--- config.mk ---
export PLATFORM = sky130hd
export DESIGN_NAME = pb_event_irq
export DESIGN_NICKNAME = d
export VERILOG_FILES = /design/src/rtl/pbirq_pkg.sv /design/src/rtl/pb_deglitch.sv /design/src/rtl/pb_event_flags.sv /design/src/rtl/pb_event_irq.sv
export SDC_FILE = /design/constraint.sdc
export NUM_CORES = 1
export LEC_CHECK = 0
export ABC_CLOCK_PERIOD_IN_PS = 1600
export BUFFER_PORTS_ARGS = -buffer_cell sky130_fd_sc_hd__buf_2
export CAP_MARGIN = 20
export CORE_AREA = 2 2 39 41
export DETAILED_ROUTE_END_ITERATION = 10
export DIE_AREA = 0 0 41 43
export GPL_TIMING_DRIVEN = 0
export SETUP_SLACK_MARGIN = 0.5
export SLEW_MARGIN = 10
export SYNTH_ARGS = -nofsm -noshare
export SYNTH_HDL_FRONTEND = slang
export SYNTH_HIERARCHICAL = 1
export SYNTH_SLANG_ARGS = --single-unit
--- constraint.sdc ---
create_clock -name clk -period 1.6 [get_ports clk]
set_clock_uncertainty 0.15 [all_clocks]
set_input_delay 0.08 -clock clk [delete_from_list [all_inputs] [get_ports clk]]
set_output_delay 0.08 -clock clk [all_outputs]
set_load 0.03 [all_outputs]
--- src/rtl/pbirq_pkg.sv ---
package pbirq_pkg;

    localparam int NUM_FLAGS   = 2;
    localparam int PRESS_BIT   = 0;
    localparam int RELEASE_BIT = 1;

    // one bit per event kind; packed order matches the write-clear bits
    typedef struct packed {
        logic rel;
        logic press;
    } evt_t;

    function automatic logic irq_active(input evt_t f, input logic mask);
        return !mask && (f.press || f.rel);
    endfunction

    function automatic evt_t clr_vec(input logic en, input logic [NUM_FLAGS-1:0] bits);
        evt_t c;
        c.press = en && bits[PRESS_BIT];
        c.rel   = en && bits[RELEASE_BIT];
        return c;
    endfunction

endpackage

--- src/rtl/pb_deglitch.sv ---
module pb_deglitch
    import pbirq_pkg::*;
#(
    parameter int DEGL_TICKS = 4
) (
    input  logic clk,
    input  logic rst,
    input  logic raw,
    input  logic pb_mode,
    input  logic tick,
    output logic level,
    output evt_t evt
);
    localparam int CNT_W = (DEGL_TICKS > 1) ? $clog2(DEGL_TICKS) : 1;
    localparam logic [CNT_W-1:0] LAST = CNT_W'(DEGL_TICKS - 1);

    logic             raw_q;
    logic             filt;
    logic [CNT_W-1:0] cnt;
    logic             steady;
    logic             commit;

    always_comb begin
        steady    = (raw == raw_q) && (raw != filt);
        commit    = pb_mode && steady && tick && (cnt == LAST);
        evt.press = commit && !raw;
        evt.rel   = commit && raw;
        level     = filt;
    end

    always_ff @(posedge clk) begin
        if (rst) begin
            raw_q <= 1'b1;
            filt  <= 1'b1;
            cnt   <= '0;
        end else begin
            raw_q <= raw;
            if (!pb_mode) begin
                filt <= raw;
                cnt  <= '0;
            end else if (!steady) begin
                cnt <= '0;
            end else if (tick) begin
                if (cnt == LAST) begin
                    filt <= raw;
                    cnt  <= '0;
                end else begin
                    cnt <= cnt + 1'b1;
                end
            end
        end
    end

    // without a tick the filtered level cannot move in push-button mode
    assert_hold_no_tick_R2: assert property (@(posedge clk) disable iff (rst)
        (pb_mode && !tick) |=> $stable(filt));

    // a fresh raw change never commits on the edge that sees it
    assert_restart_on_change_R2: assert property (@(posedge clk) disable iff (rst)
        (pb_mode && (raw != raw_q)) |=> $stable(filt));

    // counter never passes its terminal value
    assert_cnt_bound_R2: assert property (@(posedge clk) disable iff (rst)
        cnt <= LAST);

endmodule

--- src/rtl/pb_event_flags.sv ---
module pb_event_flags
    import pbirq_pkg::*;
(
    input  logic                 clk,
    input  logic                 rst,
    input  evt_t                 set_evt,
    input  logic                 wr_en,
    input  logic [NUM_FLAGS-1:0] wr_data,
    output evt_t                 flags
);
    evt_t clr;

    always_comb clr = clr_vec(wr_en, wr_data);

    always_ff @(posedge clk) begin
        if (rst) begin
            flags <= '0;
        end else begin
            flags.press <= set_evt.press || (flags.press && !clr.press);
            flags.rel   <= set_evt.rel   || (flags.rel   && !clr.rel);
        end
    end

    // set beats a simultaneous clear
    assert_set_wins_press_R7: assert property (@(posedge clk) disable iff (rst)
        (set_evt.press && wr_en && wr_data[PRESS_BIT]) |=> flags.press);
    assert_set_wins_rel_R7: assert property (@(posedge clk) disable iff (rst)
        (set_evt.rel && wr_en && wr_data[RELEASE_BIT]) |=> flags.rel);

    // write-1 clears when no event competes
    assert_w1c_press_R6: assert property (@(posedge clk) disable iff (rst)
        (wr_en && wr_data[PRESS_BIT] && !set_evt.press) |=> !flags.press);

    // a set flag stays set unless its clear bit is written as 1
    assert_sticky_rel_R6: assert property (@(posedge clk) disable iff (rst)
        (flags.rel && !(wr_en && wr_data[RELEASE_BIT])) |=> flags.rel);

endmodule

--- src/rtl/pb_event_irq.sv ---
module pb_event_irq
    import pbirq_pkg::*;
#(
    parameter int DEGL_TICKS = 4
) (
    input  logic       clk,
    input  logic       rst,
    input  logic       btn_raw,
    input  logic       pb_mode,
    input  logic       irq_mask,
    input  logic       tick,
    input  logic       wr_en,
    input  logic [1:0] wr_data,
    output logic       btn_status,
    output logic       press_flag,
    output logic       release_flag,
    output logic       irq_n
);
    logic level;
    evt_t evt;
    evt_t flags;

    pb_deglitch #(.DEGL_TICKS(DEGL_TICKS)) u_filter (
        .clk     (clk),
        .rst     (rst),
        .raw     (btn_raw),
        .pb_mode (pb_mode),
        .tick    (tick),
        .level   (level),
        .evt     (evt)
    );

    pb_event_flags u_flags (
        .clk     (clk),
        .rst     (rst),
        .set_evt (evt),
        .wr_en   (wr_en),
        .wr_data (wr_data),
        .flags   (flags)
    );

    always_comb begin
        btn_status   = pb_mode && level;
        press_flag   = flags.press;
        release_flag = flags.rel;
        irq_n        = !irq_active(flags, irq_mask);
    end

    // the mask silences the request whatever the flags hold
    assert_mask_quiet_R8: assert property (@(posedge clk) disable iff (rst)
        irq_mask |-> irq_n);

    // with no flag set the request is idle, status level notwithstanding
    assert_no_flag_idle_R8: assert property (@(posedge clk) disable iff (rst)
        (!press_flag && !release_flag) |-> irq_n);

    // outside push-button mode no flag can become set
    assert_mode_off_press_R9: assert property (@(posedge clk) disable iff (rst)
        (!pb_mode && !press_flag) |=> !press_flag);
    assert_mode_off_rel_R9: assert property (@(posedge clk) disable iff (rst)
        (!pb_mode && !release_flag) |=> !release_flag);

endmodule

==> metrics.md <==
| Metric | Value |
|---|---|
| Vias per cell | 4.44 |
| Worst Setup End Kind | flop |
| Largest net degree at the start of global routing | 6 |
| I/O Buffers | 12 |
| Reg-to-reg startpoint | u_filter/level$_SDFFE_PP1P_ |
| Max_slew headroom | 87.2% |
| FILL cells | 154 |
| Final setup vio count | 0 |
| Vias in the first global route | 277 |
| DRC violations left | 0 |
| Placed instance count | 61 |
| Die Wd | 41 um |
| Longest Clk Path Bufs | 2 |
| Total GRT Usage | 8.65% |
| Core Rows | 14 |
| CTS tree | done |
| Data required time of the critical path | 1.62 ns |
| Final Hold Fails | 0 |
| Detailed placer's ending HPWL | 456 um |
| Routed wire per std cell | 9.35 um |
| Total global routing overflow | 0 |
| Synth-to-layout area growth | 76.7% |
| Ant. Diodes | 0 |
| Clock Sinks | 6 |
| Post-synthesis average cell area | 8.80 um2 |
| Met3 wire length | 60 um |
| Hold path endpoint | u_filter/cnt[1]$_SDFFE_PP0P_ |
| CP Launch Type | flop |
| R2R Setup Slk | 0.32 ns |
| Met2 WL post-DR | 323 um |
| Pins over their slew limit | 0 |
| Fraction of layout cells with a size suffix above 1 | 54.5% |
| R2R depth | 3 |
| Initial DRC count | 5 |
| Post-Synthesis Cells | 33 |
| Unrepaired setup endpoints after global routing | true |
| Least-Margin Pin Slew | 0.191 ns |
| Routability Congestion | 0.706 |
| Max rail drop VDD | 519 uV |
| Final cell count without fillers | 71 |
| Clock latency on the worst-skew pair | 0.24 ns |
| MaxCap Viol Count | 0 |
| Post-Route M1 WL | 281 um |
| DR pass1 iterations | 2 |
| Post-Route WL | 664 um |
| Min-Delay Path Depth | 3 |
| Leakage | 0.000208 uW |
| Synth warnings | 6 |
| Nets | 67 |
| Design Area, Final | 513 um2 |
| Netlist cell types | 17 |
| CP max FO | 2 |
| Critical path class | reg2reg |
| Period utilization | 79.9% |
| Chip height | 43 um |
| Clock period minus worst slack | 1.28 ns |
| Initial antenna violation count | 0 |
| Run status | completed |
| CTS Buf Count | 3 |
| Core area | 1380 um2 |
| First-pass GRT wire length | 959 um |
| Peak Freq | 0.782 GHz |
| Syn_nets | 43 |
| Power consumption | 349 uW |
| DP Area | 394 um2 |
| Flop and latch count out of synthesis | 6 |
| IO Count | 13 |
| Hold WC Path Type | in2reg |
| Setup TNS | 0 ns |
| H-tree depth | 1 |
| Post-synthesis cell area | 290 um2 |
| Vias post-DR | 315 |
| Top layer used by detailed routing | met3 |
| Critical Path Start | u_filter/level$_SDFFE_PP1P_ |
| HP Start | tick |
| Antenna Nets Post-Route | 0 |
| PwrDens | 680 nW/um2 |
| Clock-pin slew on the worst setup and hold paths | 0.04 ns |
| FF-to-FF End | u_filter/cnt[0]$_SDFFE_PP0P_ |
| Die ar. | 1760 um2 |
| Root Buffer | clkbuf_4 |
| Sequential-to-total area share from yosys stat | 41.4% |
| Initial core utilization | 21.0% |
| Hold WS | 0.0400 ns |
| Worst endpoint data arrival time | 1.30 ns |
## power by group
part / internal, uW / switching (uW) / total [uW] / leakage (uW)
combinational: 33.5 / 24.5 / 58.0 / 0.000145
clock: 84.5 / 50.3 / 135 / 0.0000138
sequential: 154 / 1.72 / 156 / 0.0000499
## worst max path at each step
stage	endpoint	cells past startpoint
2_1_floorplan	u_flags/flags[0]$_SDFF_PP0_	4
3_3_place_gp	u_flags/flags[0]$_SDFF_PP0_	4
3_5_place_dp	u_flags/flags[0]$_SDFF_PP0_	4
4_1_cts	u_filter/cnt[1]$_SDFFE_PP0P_	3
5_1_grt	u_flags/flags[0]$_SDFF_PP0_	4
6_report	u_filter/cnt[0]$_SDFFE_PP0P_	3
## sequential cells by signal, summed over array words and instances (netlist names)
register        cells
u_filter/raw_q      1
u_filter/level      1
u_flags/flags       2
u_filter/cnt        2
## layer usage
layer	track usage, %	up-vias
met5	0	-
met4	4.00	0
met3	7.85	0
met2	13.1	12
met1	7.44	140
li1	-	163
## worst max-delay path, stage by stage, from the launching register on
cell	delay (ns)
dfxtp_2	0.31
or3b_4	0.37
a211o_1	0.29
nor2_1	0.08
## stage by stage
step | util (%) | setup slack [ns]
after floorplan | - | 0.334
after global placement | 28.5 | 0.266
after detailed placement | 28.5 | 0.254
after CTS | 35.7 | 0.294
after global routing | 37.1 | 0.255
final | 37.1 | 0.321
## layout by cell type (no fill, tap or decap)
master / n
a211o_1: 1
a21o_1: 1
a21oi_1: 1
a311o_1: 1
a311oi_2: 2
a31oi_1: 1
and2_4: 1
buf_2: 10
buf_4: 3
buf_6: 1
clkbuf_4: 3
dfxtp_1: 1
dfxtp_2: 5
dlygate4sd3_1: 5
ha_4: 1
inv_1: 3
mux2i_1: 2
nand3_2: 1
nand3b_1: 1
nor2_1: 6
nor2_2: 2
o21bai_1: 1
or2_1: 1
or3b_4: 1
## cell usage after synthesis
library cell,instances,area [um2]
nand3_1,1,5.00
a21o_1,1,7.51
mux2i_1,2,20.0
o21bai_1,1,7.51
nand3b_1,1,7.51
a311o_1,1,10.0
a211o_1,1,8.76
and2_1,1,6.26
dfxtp_1,6,120
or3b_1,1,8.76
nor2_1,8,30.0
a311oi_1,2,17.5
ha_1,1,12.5
a21oi_1,1,5.00
a31oi_1,1,6.26
or2_1,1,6.26
inv_1,3,11.3
## cells by family (layout without fill, tap and decap cells)
kind of cell    Yosys count  after routing  share of synthesized area [%]
mux                       2              2                           6.90
buf+inv                   3             25                           3.88
flops                     6              6                           41.4
fa+ha+maj                 1              1                           4.31
simple gates             13             13                           22.0
compound gates            8              8                           21.6
## area by class of cell
cell class,count,area (um2),area share [%]
Tap cell,16,20.0,3.90
Sequential cell,6,126,24.6
Multi-Input combinational cell,24,199,38.8
Timing Repair Buffer,19,134,26.1
Inverter,3,11.3,2.20
Clock buffer,3,22.5,4.39
## timing repair
| item | 4_1_cts | 5_1_grt |
|---|---|---|
| setup buffers | 2 | 0 |
| pin swaps | 5 | 2 |
| gates cloned | 0 | 0 |
| resized for setup | 5 | 5 |
| endpoints found under the setup margin | 7 | 7 |
| endpoints found under the hold margin | 4 | 0 |
| hold buffers | 5 | 0 |
No activity file was read; power rests on OpenSTA's default activity.
